File: src/rtl/tpd_pkg.sv
package tpd_pkg;

   typedef enum logic [1:0] {
      MODE_SIX_A  = 2'b00,
      MODE_THREE  = 2'b01,
      MODE_SINGLE = 2'b10,
      MODE_SIX_B  = 2'b11
   } in_mode_e;

   localparam int unsigned DT_NS_LONGEST = 6000;

   // dead time in nanoseconds for each selection code
   function automatic int unsigned dt_ns(input logic [2:0] code);
      int unsigned ns;
      case (code)
         3'd0:    ns = 40;
         3'd1:    ns = 60;
         3'd2:    ns = 100;
         3'd3:    ns = 500;
         3'd4:    ns = 1000;
         3'd5:    ns = 2000;
         3'd6:    ns = 4000;
         default: ns = DT_NS_LONGEST;
      endcase
      return ns;
   endfunction

   // rounds up so the gap is never shorter than asked
   function automatic int unsigned ns_to_cyc(input int unsigned ns, input int unsigned per);
      return (ns + per - 1) / per;
   endfunction

   // returns {pwm_phases[2:0], low_on_phases[2:0]}, bit 0 = phase A
   function automatic logic [5:0] comm_decode(input logic [3:0] code);
      logic [5:0] r;
      case (code)
         4'b0110:          r = {3'b001, 3'b010};
         4'b0101:          r = {3'b101, 3'b010};
         4'b0100:          r = {3'b100, 3'b010};
         4'b1101:          r = {3'b100, 3'b011};
         4'b1100:          r = {3'b100, 3'b001};
         4'b1001:          r = {3'b110, 3'b001};
         4'b1000:          r = {3'b010, 3'b001};
         4'b1011:          r = {3'b010, 3'b101};
         4'b1010:          r = {3'b010, 3'b100};
         4'b0011:          r = {3'b011, 3'b100};
         4'b0010:          r = {3'b001, 3'b100};
         4'b0111, 4'b1110: r = {3'b001, 3'b110};
         default:          r = 6'b000000;
      endcase
      return r;
   endfunction

endpackage

File: src/rtl/tpd_input_decode.sv
module tpd_input_decode
   import tpd_pkg::*;
#(
   parameter int unsigned NUM_PHASES = 3
) (
   input  logic [NUM_PHASES-1:0] in_hi,
   input  logic [NUM_PHASES-1:0] in_lo,
   input  logic [1:0]            in_mode,
   input  logic                  fw_diode,
   output logic [NUM_PHASES-1:0] req_hi,
   output logic [NUM_PHASES-1:0] req_lo
);

   logic [5:0] sel;
   logic       pwm;

   always_comb begin
      sel = comm_decode({in_lo[0], in_hi[1], in_lo[1], in_hi[2]});
      pwm = in_hi[0];
      req_hi = '0;
      req_lo = '0;
      case (in_mode_e'(in_mode))
         MODE_THREE: begin
            req_hi = in_hi;
            req_lo = ~in_hi;
         end
         MODE_SINGLE: begin
            for (int i = 0; i < NUM_PHASES; i++) begin
               req_hi[i] = sel[3+i] & pwm;
               req_lo[i] = sel[i] | (sel[3+i] & ~pwm & ~fw_diode);
            end
         end
         default: begin
            req_hi = in_hi & ~in_lo;
            req_lo = in_lo & ~in_hi;
         end
      endcase
   end

endmodule

File: src/rtl/tpd_deadband.sv
module tpd_deadband #(
   parameter int unsigned CW = 11
) (
   input  logic          clk,
   input  logic          rst_n,
   input  logic          kill,
   input  logic [CW-1:0] dt_lim,
   input  logic          hi_req,
   input  logic          lo_req,
   output logic          g_hi,
   output logic          g_lo
);

   logic [CW-1:0] hi_off_cnt;
   logic [CW-1:0] lo_off_cnt;

   always_ff @(posedge clk or negedge rst_n) begin
      if (!rst_n) begin
         g_hi       <= 1'b0;
         g_lo       <= 1'b0;
         hi_off_cnt <= '0;
         lo_off_cnt <= '0;
      end else if (kill) begin
         g_hi       <= 1'b0;
         g_lo       <= 1'b0;
         hi_off_cnt <= '0;
         lo_off_cnt <= '0;
      end else begin
         g_hi <= hi_req & ~g_lo & (lo_off_cnt >= dt_lim);
         g_lo <= lo_req & ~g_hi & (hi_off_cnt >= dt_lim);
         if (g_hi)               hi_off_cnt <= '0;
         else if (~&hi_off_cnt)  hi_off_cnt <= hi_off_cnt + 1'b1;
         if (g_lo)               lo_off_cnt <= '0;
         else if (~&lo_off_cnt)  lo_off_cnt <= lo_off_cnt + 1'b1;
      end
   end


   excl_req_chk: assert property (@(posedge clk) disable iff (!rst_n)
      !(hi_req && lo_req));


   no_overlap_chk: assert property (@(posedge clk) disable iff (!rst_n)
      !(g_hi && g_lo));


   off_fast_chk: assert property (@(posedge clk) disable iff (!rst_n)
      !hi_req |=> !g_hi);


   kill_chk: assert property (@(posedge clk) disable iff (!rst_n)
      kill |=> (!g_hi && !g_lo));


   gap_chk: assert property (@(posedge clk) disable iff (!rst_n)
      $rose(g_hi) |-> !$past(g_lo));

endmodule

File: src/rtl/tpd_gate_decoder.sv
module tpd_gate_decoder
   import tpd_pkg::*;
#(
   parameter int unsigned CLK_PERIOD_NS = 5,
   parameter int unsigned NUM_PHASES    = 3
) (
   input  logic                  clk,
   input  logic                  rst_n,
   input  logic [NUM_PHASES-1:0] in_hi,
   input  logic [NUM_PHASES-1:0] in_lo,
   input  logic [1:0]            in_mode,
   input  logic                  fw_diode,
   input  logic [2:0]            dt_code,
   input  logic                  gate_off,
   output logic [NUM_PHASES-1:0] gate_hi,
   output logic [NUM_PHASES-1:0] gate_lo
);

   localparam int unsigned MAX_CYC = (DT_NS_LONGEST + CLK_PERIOD_NS - 1) / CLK_PERIOD_NS;
   localparam int unsigned CW      = $clog2(MAX_CYC + 1);

   if (CLK_PERIOD_NS < 1 || CLK_PERIOD_NS > 40) begin : g_bad_period
      $error("CLK_PERIOD_NS must lie in 1..40");
   end
   if (NUM_PHASES != 3) begin : g_bad_phases
      $error("NUM_PHASES must be 3");
   end

   logic [NUM_PHASES-1:0] req_hi;
   logic [NUM_PHASES-1:0] req_lo;
   logic [CW-1:0]         dt_lim;

   always_comb dt_lim = CW'(ns_to_cyc(dt_ns(dt_code), CLK_PERIOD_NS) - 1);

   tpd_input_decode #(.NUM_PHASES(NUM_PHASES)) u_dec (
      .in_hi    (in_hi),
      .in_lo    (in_lo),
      .in_mode  (in_mode),
      .fw_diode (fw_diode),
      .req_hi   (req_hi),
      .req_lo   (req_lo)
   );

   for (genvar p = 0; p < NUM_PHASES; p++) begin : g_phase
      tpd_deadband #(.CW(CW)) u_db (
         .clk    (clk),
         .rst_n  (rst_n),
         .kill   (gate_off),
         .dt_lim (dt_lim),
         .hi_req (req_hi[p]),
         .lo_req (req_lo[p]),
         .g_hi   (gate_hi[p]),
         .g_lo   (gate_lo[p])
      );
   end

endmodule

File: config.mk
export PLATFORM = sky130hd
export DESIGN_NAME = tpd_gate_decoder
export DESIGN_NICKNAME = d
export VERILOG_FILES = /design/src/rtl/tpd_pkg.sv /design/src/rtl/tpd_input_decode.sv /design/src/rtl/tpd_deadband.sv /design/src/rtl/tpd_gate_decoder.sv
export SDC_FILE = /design/constraint.sdc
export NUM_CORES = 1
export LEC_CHECK = 0
export BUFFER_PORTS_ARGS = -buffer_cell sky130_fd_sc_hd__buf_4
export CAP_MARGIN = 5
export CORE_UTILIZATION = 50
export DETAILED_ROUTE_END_ITERATION = 8
export HOLD_SLACK_MARGIN = 0.03
export PLACE_DENSITY = 0.72
export SKIP_CTS_REPAIR_TIMING = 1
export SLEW_MARGIN = 5
export SYNTH_ARGS = -nofsm -noshare
export SYNTH_HDL_FRONTEND = slang
export SYNTH_SLANG_ARGS = --single-unit
File: constraint.sdc
create_clock -name clk -period 3.37 [get_ports clk]
set_input_delay 0.674 -clock clk [delete_from_list [all_inputs] [get_ports clk]]
set_output_delay 0.674 -clock clk [all_outputs]
set_load 0.005 [all_outputs]
; ---- After elaboration in Yosys (flattened, before gate mapping)
; Memory sizes are Yosys's and may differ from the RTL's.
; Index checks and enable logic that the tools add are counted.
[word_totals]
regBits = 72
latch_bits = 0
ramBits = 0
rom_bits = 96
in_bits = 15
output_inout_bits = 6
word_cells = 113
memories = 1
[classes]
add_sub_neg = 9
mul = 0
div = 1
order_cmp = 6
eq_ne = 14
shift = 0
mux = 27
bitwise_logic = 36
n_reduce_logical = 7
[memory_table]
columns = memory, words, word_bits, rd, rd_ports_with_merged_regs, wr, line
row1 = (name not given), 16, 6, 1, 0, 0, tpd_pkg.sv:36  ; case (code)
[ops]
columns = op, count
row1 = 11-bit two-way mux, 18
row2 = 13-bit case mux with 7 select lines, 1
row3 = 11-bit by 1-bit adder with 11-bit output (second input constant), 6
row4 = 11-bit >= comparator, 6
row5 = 11-bit AND reduction, 6
row6 = 32-bit by 3-bit adder with 32-bit output (second input constant), 1
row7 = 32-bit by 3-bit divider with 32-bit output (second input constant), 1
row8 = 32-bit by 1-bit subtractor with 32-bit output (second input constant), 1
row9 = 1-bit bitwise AND, 21
row10 = 3-bit by 2-bit != test with 1-bit output (second input constant), 6
row11 = 3-bit case mux with 2 select lines, 2
row12 = 11-bit by 1-bit subtractor with 11-bit output (second input constant), 1
row13 = 3-bit == test (second input constant), 3
row14 = 1-bit NOT, 8
row15 = 3-bit bitwise AND, 2
row16 = 3-bit by 2-bit == test with 1-bit output (second input constant), 2
row17 = 1-bit two-way mux, 6
row18 = 3-bit NOT, 2
row19 = 3-bit by 1-bit == test with 1-bit output (second input constant), 1
row20 = 3-bit logical NOT, 1
row21 = 1-bit bitwise OR, 3
row22 = 2-bit by 1-bit == test with 1-bit output (second input constant), 1
row23 = 2-bit == test (second input constant), 1

; ---- Depth between registers and ports, before layout
; Gate-level depths: netlist of run 1.
[depth]
word_depth = 9
mapped_depth = 36

; ---- By module
; Synthesis of run 1 repeated with hierarchy kept, for this count alone.
[hier_totals]
hier_cells = 723
area_unflattened_um2 = 6263.5
[by_module_without_submodules]
columns = module, n_inst, cells_per_inst, area_each_um2
row1 = tpd_deadband, 3, 184, 1712.9
row2 = tpd_gate_decoder, 1, 119, 759.5
row3 = tpd_input_decode, 1, 52, 365.4

; ---- Least setup slack after synthesis of run 1
; No wires, ideal clock.
[synth_timing]
path_type = in2reg
startpoint = in dt_code[2]
endpoint = reg g_phase[0].u_db.g_hi
setup_ns = 0.142
arrival_time_ns = 7.799
required_time_ns = 3.228
setup_slack_ns = -4.571
stages = 36
cell_sequence = buf_2 > buf_1 > nand2_1 > nor2_1 > ha_1 > buf_4 > nand2b_1 > o22a_1 > ha_1 > buf_4 > nand2b_2 > o21ai_0 > a221o_1 > ha_1 > or3_1 > o32ai_1 > a31oi_2 > a21oi_2 > xnor2_1 > ha_1 > inv_1 > a2111oi_1 > a2bb2oi_1 > o41ai_4 > ha_1 > nand3_1 > xnor2_1 > ha_1 > a21o_1 > a21o_1 > a21o_1 > a211o_1 > maj3_1 > a221o_1 > o2111ai_1 > a21oi_1
[synth_via]
elab_chain_cells = 9
word_cells_on_any_way = 15
cone_classes = add/sub (3) / div (1) / order compare (1) / eq/ne (6) / mux (2) / bitwise (1) / reduce/logical (1)
[synth_rtl]
columns = element, line
row1 = "start, declared", tpd_gate_decoder.sv:13  ; input logic [2:0] dt_code,
row2 = 3-bit == test (tied with other cells), tpd_pkg.sv:15  ; case (code)
row3 = 13-bit case mux with 7 select lines (*), tpd_pkg.sv:15
row4 = 32-bit by 3-bit adder with 32-bit output (*), tpd_pkg.sv:30  ; return (ns + per - 1) / per;
row5 = 32-bit by 1-bit subtractor with 32-bit output (*), tpd_pkg.sv:30
row6 = 32-bit by 3-bit divider with 32-bit output (*), tpd_pkg.sv:30
row7 = 11-bit by 1-bit subtractor with 11-bit output (*), tpd_gate_decoder.sv:33  ; always_comb dt_lim = CW'(ns_to_cyc(dt_ns(dt_code), CLK_PERIOD_NS) - 1);
row8 = 11-bit >= comparator (*), tpd_deadband.sv:29  ; g_hi <= hi_req & ~g_lo & (lo_off_cnt >= dt_lim);
row9 = 1-bit bitwise AND (*), tpd_deadband.sv:29
row10 = 1-bit two-way mux (*), tpd_deadband.sv:23  ; end else if (kill) begin
row11 = "end signal, assigned", tpd_deadband.sv:29
row12 = "end, declared", tpd_deadband.sv:10  ; output logic g_hi,
; Mark *: on every way between the ends. The rest lies on a longest branch, timed or not.
; A chain may end at the register's enable or synchronous reset.

; ---- Worst setup path in the final report of run 1
; Ends and elaborated chain as after synthesis.

==> summary.md, run 1 <==
| Metric | Value |
|---|---|
| Status | `finished, violations left` |
| Failing checks | `negative setup slack` |
| Crit-path most repeated cell | `ha_2` |
| Io pins | `21` |
| Max clock buf depth | `2` |
| GRT Overall Usage | `26.6%` |
| DR iter-0 viols | `259` |
| Max-Slew Margin vs Limit | `39.1%` |
| Sequential share of the synthesized area | `31.4%` |
| Critical R2R Launch | `g_phase[0].u_db.lo_off_cnt[4]$_DFFE_PN0P_` |
| Crit end category | `register` |
| Least-Margin Pin Slew | `913 ps` |
| TNS Setup | `-16050 ps` |
| Clock sink count | `72` |
| TritonCTS clock tree | `done` |
| Synth warn | `0` |
| Synthesized area per cell | `8.99 sq um` |
| Cell count after synthesis | `639` |
| Cts bufs inserted | `9` |
| Largest net degree at the start of global routing | `73` |
| Max_cap viols | `0` |
| R2R cell count | `9` |
| Share of layout cells above drive strength 1 | `22.9%` |
| Root Buffer | `clkbuf_16` |
| Leakage | `3.40 nW` |
| N_diodes | `0` |
| Synth unique cells | `65` |
| Period Utilization, post-route | `189%` |
| Synth top area cells | `dfrtp_1 31%, ha_1 17%, nor2_1 5.6%` |
| WS Path Type | `in -> reg` |
| Post-synth EDFFs | `0` |
| First-pass GRT wire length | `24400 microns` |
| CP startpoint kind | `input port` |
| Die X | `109 microns` |
| Overall Power | `2.87 mW` |
| Slowest CP cell | `or3_1` |
| Total die area | `0.0119 sq mm` |
| CP max stage delay | `360 ps` |
| Final WL | `15100 microns` |
| TritonRoute pass-1 iters | `5` |
| Utilization after layout | `64.6%` |
| Synthesized Nets | `733` |
| Port-buffer cells | `20` |
| Routed Antenna Nets | `0` |
| Hold Path Class | `in -> async` |
| WL/cell | `17.7 microns` |
| Crit path max fanout | `4` |
| Final Hold Fails | `0` |
| Top-count cell post-synth | `nor2_1` |
| Layout Skew | `6.39 ps` |
| HPWL after detailed placement | `10800 microns` |
| Via-to-Cell Ratio | `5.98` |
| Fraction of registers with async set/reset | `100%` |
| Area share of the largest cell type after synthesis | `31.4%` |
| Setup slack after layout | `-2990 ps` |
| Worst setup path end | `g_phase[0].u_db.g_hi$_DFF_PN0_` |
| Pins Over Slew Limit | `0` |
| Grt ovf | `0` |
| Fmax | `0.157 GHz` |
| Total vias in the final route | `5121` |
| GP Congestion | `0.868` |
| H-Tree Depth | `3` |
| Synth Cell Area | `0.00575 sq mm` |
| Drt drc | `0` |
| Pwr dens | `403 mW/mm^2` |
| Effective utilization at floorplan | `52.1%` |
| Flop2flop setup slack | `900 ps` |
| Place WS | `-3460 ps` |
| Setup crit start | `dt_code[2]` |
| Fillers | `899` |
| Top post-synthesis cells by count | `85 x nor2_1, 79 x ha_1, 72 x dfrtp_1, 38 x a21oi_1, 35 x nand2_1` |
| Synthesis-to-finish area growth | `23.9%` |
| Reg2Reg Capture Point | `g_phase[0].u_db.g_hi$_DFF_PN0_` |
| Number of antenna violations at the first check in global routing | `0` |
| Data required, critical path | `3590 ps` |
| Core area | `0.0110 sq mm` |
| Final min period | `6360 ps` |
| Synth Flop Type | `dfrtp_1` |
| Clk_lat worst skew | `340 ps` |
| Number of nets in the layout | `805` |
| Die Ht | `109 microns` |
| Finish-stage setup viols | `6` |
| CTS clock-pin slew for the worst setup and hold paths | `60 ps` |
| Worst Path Arrival | `6580 ps` |
| Flops & latches, synth | `72` |
| Vias in the first global route | `4966` |
| FP Rows | `38` |
| RSZ-0062 raised after global routing | `yes` |
| Synth area leader | `dfrtp_1` |
| Worst vdd ir | `282 uV` |
-- state kept, by name, indices dropped and copies added, names as in the netlist --
register                 cells
g_phase.u_db.lo_off_cnt     33
g_phase.u_db.hi_off_cnt     33
g_phase.u_db.g_hi            3
g_phase.u_db.g_lo            3
-- per-stage QoR --
stage               hold WS, ps  cells  area, sq um
floorplan                   378    639         5940
global placement            516    832         6550
detailed placement          516    832         6550
CTS                         507    848         6890
global route                564    856         7120
finish                      469    856         7120
-- final cells by class --
cell class / instances / area, sq um / share of cell area, %
clock inverters: 4 / 75.1 / 1.05
clock buffers: 12 / 267 / 3.74
repair buffers: 90 / 719 / 10.1
multi-input cells: 522 / 4020 / 56.5
inverters: 16 / 60.1 / 0.843
flip-flops and latches: 72 / 1800 / 25.3
well taps: 140 / 175 / 2.46
-- placed cells by master (no fill, tap or decap), types with 3 or more instances in the layout --
| cell | count |
|---|---|
| nor4_1 | 3 |
| clkbuf_8 | 3 |
| ha_2 | 4 |
| o21ai_2 | 4 |
| inv_1 | 15 |
| buf_4 | 84 |
| mux2i_1 | 9 |
| clkbuf_16 | 9 |
| o21ai_0 | 21 |
| a211o_1 | 3 |
| nor3_1 | 9 |
| and3_1 | 12 |
| or3_1 | 5 |
| a21oi_2 | 6 |
| nor2_1 | 84 |
| nor2b_1 | 7 |
| maj3_1 | 3 |
| and2_1 | 3 |
| dfrtp_1 | 72 |
| nand4_1 | 22 |
| nand3_1 | 21 |
| or2_2 | 8 |
| a21oi_1 | 33 |
| o22ai_1 | 4 |
| o21bai_1 | 3 |
| and4_1 | 6 |
| nand2b_1 | 4 |
| buf_6 | 3 |
| a211oi_1 | 6 |
| a221oi_1 | 3 |
| xor2_1 | 30 |
| a31oi_1 | 11 |
| ha_1 | 69 |
| a21o_1 | 11 |
| xnor2_1 | 21 |
| nand2_1 | 34 |
| o21ai_1 | 4 |
| o211ai_1 | 3 |
| ha_4 | 6 |
-- routing by layer --
metal,part of all wire (%),routed length [microns],track usage [%],vias up
li1,-,-,-,2476
met1,46,6960,35.6,2477
met2,46,6980,42.7,128
met3,4.4,661,4.42,40
met4,3.4,511,10.8,0
met5,0,0,0,-
-- logic make-up after synthesis --
| kind of cell | Yosys count | share of synthesized area, % |
|---|---|---|
| xor+xnor | 52 | 7.92 |
| fa+ha+maj | 83 | 17.9 |
| compound gates | 146 | 17.9 |
| mux | 10 | 1.74 |
| simple gates | 231 | 19.6 |
| flops | 72 | 31.4 |
| buf+inv | 45 | 3.61 |
-- how the worst min path moves through the flow --
stage                                                from                                    endpoint  slack [ps]  cells after the start
2_1_floorplan                                       rst_n              g_phase[0].u_db.g_hi$_DFF_PN0_         380                      0
3_3_place_gp   g_phase[0].u_db.lo_off_cnt[10]$_DFFE_PN0P_  g_phase[0].u_db.lo_off_cnt[10]$_DFFE_PN0P_         520                      2
3_5_place_dp   g_phase[2].u_db.hi_off_cnt[10]$_DFFE_PN0P_  g_phase[2].u_db.hi_off_cnt[10]$_DFFE_PN0P_         520                      2
4_1_cts                                             rst_n   g_phase[2].u_db.hi_off_cnt[0]$_DFFE_PN0P_         510                      1
5_1_grt                                             rst_n   g_phase[2].u_db.hi_off_cnt[7]$_DFFE_PN0P_         560                      1
6_report                                            rst_n   g_phase[2].u_db.hi_off_cnt[0]$_DFFE_PN0P_         470                      1
-- power breakdown --
part           switching [mW]  internal [mW]  total [mW]
combinational           0.448          0.410       0.859
sequential             0.0363          0.884       0.921
clock                   0.383          0.709        1.09
-- worst max-delay path, delay by kind of cell --
| family | cells | cell delay, ps |
|---|---|---|
| AOI/OAI and AO/OA | 15 | 2870 |
| adders and majority gates | 7 | 1640 |
| buffers and inverters | 2 | 150 |
| muxes | 1 | 200 |
| xor gates and xnor gates | 2 | 280 |
| and+or+nand+nor | 6 | 770 |
(Power assumes the default switching activity.)
==> run 2, diff against run 1 <==
- clock period: 3.37 -> 6.4 ns (I/O delays scaled with it)
==> summary.md, run 2 (synthesis gave the netlist of run 1 again) <==
| Metric | Value |
|---|---|
| Die X | `109 microns (unchanged)` |
| Switching share of power | `30.9% (+0.67 points)` |
| Hold Path Origin | `g_phase[2].u_db.hi_off_cnt[10]$_DFFE_PN0P_` |
| CP max stage delay | `370 ps (about the same)` |
| Slowest CP cell | `or3_4` |
| Worst vdd ir | `212 uV (-25%)` |
| Setup slack after layout | `-552 ps (+2440 ps)` |
| Hold slack | `531 ps (+62.6 ps)` |
| Synthesis-to-finish area growth | `24.2%` |
| Hold endpoint | `g_phase[2].u_db.hi_off_cnt[10]$_DFFE_PN0P_` |
| Hold Path Class | `reg -> reg` |
| GP Congestion | `0.890 (+2.6%)` |
| Total vias in the final route | `5126 (+0.098%)` |
| Sequential power share | `31.6% (-0.5 points)` |
| Final Hold Fails | `0 (unchanged)` |
| Crit path max fanout | `5 (+1)` |
| Placed instance count | `820 (-1.4%)` |
| Most common cell after layout, fill and taps aside | `nor2_1` |
| Place WS | `-1010 ps (+2440 ps)` |
| Cts bufs inserted | `9 (unchanged)` |
| HPWL after detailed placement | `10500 microns (-2.2%)` |
| TNS Setup | `-2780 ps (+13270 ps)` |
| Overall Power | `1.53 mW (-47%)` |
| Clock sink count | `72 (unchanged)` |
| Failing checks | `negative setup slack` |
| Port-buffer cells | `20 (unchanged)` |
| Cell Count, Final, Fillers Out | `848 (-0.93%)` |
| Utilization after layout | `64.7% (+0.17 points)` |
| Drt drc | `0 (unchanged)` |
| Internal power | `1.06 mW (-47%)` |
| Total die area | `0.0119 sq mm (unchanged)` |
| Post-route cell area | `0.00714 sq mm (+0.26%)` |
| Io pins | `21 (unchanged)` |
| Number of nets in the layout | `797 (-0.99%)` |
| Die Ht | `109 microns (unchanged)` |
| H-Tree Depth | `3 (unchanged)` |
| Max_cap viols | `0 (unchanged)` |
| Crit end category | `register` |
| Routed Antenna Nets | `0 (unchanged)` |
| WL/cell | `18.1 microns (+2.4%)` |
| Status | `finished, violations left` |
| Largest net degree at the start of global routing | `73 (unchanged)` |
| Data required, critical path | `6620 ps (+3030 ps)` |
| Critical R2R Launch | `g_phase[0].u_db.lo_off_cnt[4]$_DFFE_PN0P_` |
| Pwr dens | `215 mW/mm^2 (-47%)` |
| Clk pwr share | `38.6% (+0.6 points)` |
| Fmax | `0.144 GHz` |
| Least-Margin Pin Slew | `1110 ps (+194 ps)` |
| Max-Slew Margin vs Limit | `26.2% (-13 points)` |
| CP startpoint kind | `input port` |
| Root Buffer | `clkbuf_16` |
| DR iter-0 viols | `348 (+34%)` |
| Effective utilization at floorplan | `52.1% (unchanged)` |
| Core area | `0.0110 sq mm (unchanged)` |
| RSZ-0062 raised after global routing | `yes` |
| Cell Area, Placed | `0.00645 sq mm (-1.6%)` |
| Reg2Reg Capture Point | `g_phase[0].u_db.g_hi$_DFF_PN0_` |
| Switching pwr | `0.473 mW (-45%)` |
| N_diodes | `0 (unchanged)` |
| GRT Overall Usage | `26.4% (-0.27 points)` |
| Top flop regs | `g_phase.u_db.hi_off_cnt x33, g_phase.u_db.lo_off_cnt x33` |
| Worst Path Arrival | `7170 ps (+590 ps)` |
| Grt ovf | `0 (unchanged)` |
| FP Rows | `38 (unchanged)` |
| Commonest cells after routing, fill and taps aside | `84 x nor2_1, 77 x buf_4, 72 x dfrtp_1, 68 x ha_1, 34 x nand2_1` |
| Vias in the first global route | `5019 (+1.1%)` |
| CTS clock-pin slew for the worst setup and hold paths | `60 ps (about the same)` |
| Layout Skew | `7.42 ps (+1.03 ps)` |
| Period Utilization, post-route | `109%` |
| TritonRoute pass-1 iters | `5 (unchanged)` |
| WS Path Type | `in -> reg` |
| Finish-stage setup viols | `6 (unchanged)` |
| Number of antenna violations at the first check in global routing | `0 (unchanged)` |
| Max clock buf depth | `2 (unchanged)` |
| Via-to-Cell Ratio | `6.04 (+1.0%)` |
| Final min period | `6950 ps` |
| TritonCTS clock tree | `done` |
| Share of layout cells above drive strength 1 | `23.2% (+0.26 points)` |
| Hold path depth | `2` |
| Flop2flop setup slack | `4050 ps (+3150 ps)` |
| Fillers | `898 (-0.11%)` |
| First-pass GRT wire length | `23900 microns (-2.0%)` |
| R2R cell count | `9 (unchanged)` |
| Clk_lat worst skew | `350 ps (about the same)` |
| Pins Over Slew Limit | `0 (unchanged)` |
| Final WL | `15300 microns (+1.4%)` |
| Leakage | `3.37 nW (-0.81%)` |
| Comb power frac | `29.7% (-0.2 points)` |
[run 2: changes by cell type in the layout (fill, tap and decap cells not counted), sizes merged]
cell,change
clkinv,+1
inv,+1
clkbuf,-3
buf,-8
bufinv,+1
[run 2: how the worst max path moves through the flow]
stage                    start                              to  slack (ps)  depth (start not counted)
floorplan           dt_code[2]  g_phase[0].u_db.g_hi$_DFF_PN0_       -1470                         36
global placement    dt_code[2]  g_phase[0].u_db.g_hi$_DFF_PN0_        -870                         33
detailed placement  dt_code[2]  g_phase[0].u_db.g_hi$_DFF_PN0_       -1010                         33
CTS                 dt_code[2]  g_phase[0].u_db.g_hi$_DFF_PN0_        -670                         33
global route        dt_code[2]  g_phase[1].u_db.g_hi$_DFF_PN0_        -800                         36
finish              dt_code[2]  g_phase[1].u_db.g_hi$_DFF_PN0_        -550                         36
[run 2: critical path, delay by kind of cell]
family / cells / cell delay (ps)
compound gates: 14 / 2590
fa+ha+maj: 6 / 1280
simple gates: 8 / 950
buf+inv: 5 / 550
xor+xnor: 2 / 300
mux: 1 / 220
[run 2: metal layers]
metal | track usage, % | up-vias | routed length, microns
met5 | 0 | - | 0
met1 | 34.3 | 2481 | 6880
met4 | 10.0 | 0 | 419
li1 | - | 2465 | -
met3 | 6.46 | 39 | 861
met2 | 42.1 | 141 | 7180
[run 2: area by class of cell]
cell class              count  area (sq um)  area share [%]
inverters                  16          60.1           0.841
clock inverters             7           119            1.66
flip-flops and latches     72          1800            25.2
multi-input cells         522          4100            57.5
clock buffers               9           225            3.15
repair buffers             82           656            9.18
well taps                 140           175            2.45
[run 2: power groups by stage]
stage               clock [mW]  combinational [mW]  sequential, mW
floorplan                    0               0.239           0.487
global placement             0               0.360           0.492
detailed placement           0               0.377           0.492
CTS                      0.603               0.379           0.484
global route             0.619               0.494           0.486
finish                   0.592               0.455           0.485
==> run 3, diff against run 2 <==
- GPL_TIMING_DRIVEN: not set -> 0
- PLACE_DENSITY: 0.72 -> 0.71
- SYNTH_HIERARCHICAL: not set -> 1
==> summary.md, run 3 <==
| Metric | Value |
|---|---|
| Synth area leader | `dfrtp_1` |
| Simple-Gate Fraction of Synth Area | `20.0% (+0.44 points)` |
| Pwr dens | `179 mW/mm^2 (-16%)` |
| Flop2flop setup slack | `4580 ps (+530 ps)` |
| Fraction of the mapped netlist area in adder cells | `17.0% (-0.92 points)` |
| Finish-stage setup viols | `0 (-6)` |
| Fraction of registers with async set/reset | `100% (unchanged)` |
| Slowest CP cell | `a211o_1` |
| GRT Overall Usage | `25.2% (-1.2 points)` |
| WL/cell | `17.3 microns (-4.5%)` |
| Area share of the largest cell type after synthesis | `28.8% (-2.6 points)` |
| Synth Flop Type | `dfrtp_1` |
| Effective utilization at floorplan | `51.7% (-0.38 points)` |
| Total vias in the final route | `5746 (+12%)` |
| Die Ht | `114 microns (+4.3%)` |
| Period Utilization, post-route | `98.9% (-9.7 points)` |
| Synth Cell Area | `0.00626 sq mm (+9.0%)` |
| Max_cap viols | `0 (unchanged)` |
| CP max stage delay | `330 ps (-40 ps)` |
| Number of antenna violations at the first check in global routing | `0 (unchanged)` |
| Post-route cell area | `0.00735 sq mm (+2.9%)` |
| Via-to-Cell Ratio | `6.09 (+0.80%)` |
| Placed instance count | `909 (+11%)` |
| Final WL | `16300 microns (+6.2%)` |
| Cts bufs inserted | `9 (unchanged)` |
| TritonCTS clock tree | `done` |
| Grt ovf | `0 (unchanged)` |
| Critical R2R Launch | `g_phase[2].u_db/lo_off_cnt[0]$_DFFE_PN0P_` |
| Cell Count, Final, Fillers Out | `943 (+11%)` |
| FP Rows | `40 (+5.3%)` |
| Fillers | `1020 (+14%)` |
| Commonest cells after routing, fill and taps aside | `80 x nor2_1, 75 x ha_1, 72 x dfrtp_1, 50 x inv_1, 45 x nand2_1` |
| Status | `completed` |
| TritonRoute pass-1 iters | `6 (+1)` |
| Hold endpoint | `g_phase[2].u_db/hi_off_cnt[5]$_DFFE_PN0P_` |
| Largest net degree at the start of global routing | `73 (unchanged)` |
| Root Buffer | `clkbuf_16` |
| TNS Setup | `0 ps (+2780 ps)` |
| Synth Area in XOR/XNOR | `5.17% (-2.8 points)` |
| R2R cell count | `6 (-3)` |
| CTS clock-pin slew for the worst setup and hold paths | `60 ps (about the same)` |
| WS Path Type | `in -> reg` |
| Top post-synthesis cells by count | `85 x ha_1, 82 x nor2_1, 72 x dfrtp_1, 54 x inv_1, 46 x nand2_1` |
| Vias in the first global route | `5252 (+4.6%)` |
| N_diodes | `0 (unchanged)` |
| Leakage | `3.50 nW (+3.7%)` |
| Drt drc | `0 (unchanged)` |
| Crit end category | `register` |
| Final min period | `6330 ps (-620 ps)` |
| Utilization after layout | `60.7% (-4.0 points)` |
| Overall Power | `1.32 mW (-14%)` |
| Hold path depth | `1 (-1)` |
| Worst Path Arrival | `6550 ps (-620 ps)` |
| Cell Area, Placed | `0.00665 sq mm (+3.1%)` |
| Share of layout cells above drive strength 1 | `18.1% (-5.1 points)` |
| HPWL after detailed placement | `11400 microns (+8.7%)` |
| DR iter-0 viols | `414 (+19%)` |
| Pins Over Slew Limit | `0 (unchanged)` |
| Synth top area cells | `dfrtp_1 29%, ha_1 17%, nor2_1 4.9%` |
| Core area | `0.0121 sq mm (+9.8%)` |
| Final Hold Fails | `0 (unchanged)` |
| Top flop regs | `g_phase.u_db/hi_off_cnt x33, g_phase.u_db/lo_off_cnt x33` |
| Crit path max fanout | `7 (+2)` |
| Data required, critical path | `6620 ps (about the same)` |
| Clock sink count | `72 (unchanged)` |
| Total die area | `0.0130 sq mm (+8.8%)` |
| Least-Margin Pin Slew | `992 ps (-115 ps)` |
| Port-buffer cells | `18 (-10%)` |
| Flops & latches, synth | `72 (unchanged)` |
| Compound-Gate Fraction of Synth Area | `21.0% (+3.2 points)` |
| Max clock buf depth | `2 (unchanged)` |
| GP Congestion | `0.877 (-1.4%)` |
| Hold Path Class | `reg -> reg` |
| Max-Slew Margin vs Limit | `33.2% (+7.0 points)` |
| Synth unique cells | `71 (+9.2%)` |
| Synthesized Nets | `823 (+12%)` |
| CP startpoint kind | `input port` |
| Synth warn | `6 (+6)` |
| Die X | `114 microns (+4.3%)` |
| Reg2Reg Capture Point | `g_phase[2].u_db/lo_off_cnt[9]$_DFFE_PN0P_` |
| Number of nets in the layout | `872 (+9.4%)` |
| Layout Skew | `6.88 ps (-0.535 ps)` |
| Clk_lat worst skew | `340 ps (about the same)` |
| Worst vdd ir | `206 uV (-2.9%)` |
| Area occupied by multi-input gates | `0.00430 sq mm (+4.8%)` |
| Synthesis-to-finish area growth | `17.3%` |
| Io pins | `21 (unchanged)` |
| Cell count after synthesis | `723 (+13%)` |
| Most common cell after layout, fill and taps aside | `nor2_1` |
| H-Tree Depth | `3 (unchanged)` |
| Post-synth EDFFs | `0 (unchanged)` |
| Hold Path Origin | `g_phase[2].u_db/hi_off_cnt[5]$_DFFE_PN0P_` |
| Top-count cell post-synth | `ha_1` |
| First-pass GRT wire length | `25500 microns (+6.5%)` |
| Main combinational cell family by area after synthesis | `compound AO/OA/AOI/OAI gates` |
| Routed Antenna Nets | `0 (unchanged)` |
| Mux share of post-synthesis cell area | `1.44% (-0.30 points)` |
| Register area | `0.00180 sq mm (unchanged)` |
| Synthesized area per cell | `8.66 sq um (-3.7%)` |
| Sequential share of the synthesized area | `28.8% (-2.6 points)` |
| Fmax | `0.158 GHz (+9.8%)` |
## run 3: logic make-up (layout without fill, tap and decap cells)
family,Yosys count,in the layout
multiplexers,9,9
flip-flops,72,72
adder cells (fa/ha/maj),85,85
buffers and inverters,90,142
XOR/XNOR,37,37
AO/OA/AOI/OAI,185,185
AND/OR/NAND/NOR,245,245
## run 3: worst max path at each step
stage	from	endpoint	slack, ps
3_5_place_dp	dt_code[1]	g_phase[0].u_db/g_lo$_DFF_PN0_	-1290
3_3_place_gp	dt_code[1]	g_phase[0].u_db/g_lo$_DFF_PN0_	-1130
5_1_grt	dt_code[1]	g_phase[0].u_db/g_lo$_DFF_PN0_	-110
2_1_floorplan	dt_code[2]	g_phase[0].u_db/g_lo$_DFF_PN0_	20
6_report	dt_code[1]	g_phase[0].u_db/g_hi$_DFF_PN0_	70
4_1_cts	dt_code[1]	g_phase[0].u_db/g_lo$_DFF_PN0_	-940
## run 3: area by class of cell
type,instances,share of cell area [%]
plain buffers,34,3.66
clock buffers,13,3.40
clock inverters,1,0.0681
inverters,56,3.03
multi-input cells,561,58.5
flip-flops and latches,72,24.5
well taps,168,2.86
repair buffers,38,3.93
## run 3: per-layer routing
metal,track usage (%),vias up,wire (microns)
met2,40.8,169,7730
met3,5.05,48,774
li1,-,2739,-
met1,32.1,2790,7230
met4,12.5,0,546
met5,0,-,0
## run 3: per-stage QoR
step	hold slack, ps	setup WS [ps]
after global routing	566	-109
final	544	68.4
after detailed placement	532	-1290
after floorplan	492	21.0
after CTS	545	-939
after global placement	532	-1130
## run 3: where the power goes
| part | internal [mW] | switching, mW | total [mW] |
|---|---|---|---|
| Clock | 0.268 | 0.183 | 0.452 |
| Combinational | 0.159 | 0.226 | 0.385 |
| Sequential | 0.466 | 0.0162 | 0.482 |
## run 3: critical path, delay by kind of cell
kind / cells / cell delay [ps]
compound gates: 14 / 1970
xor+xnor: 1 / 90
fa+ha+maj: 6 / 1270
buf+inv: 8 / 890
mux: 1 / 150
simple gates: 7 / 870
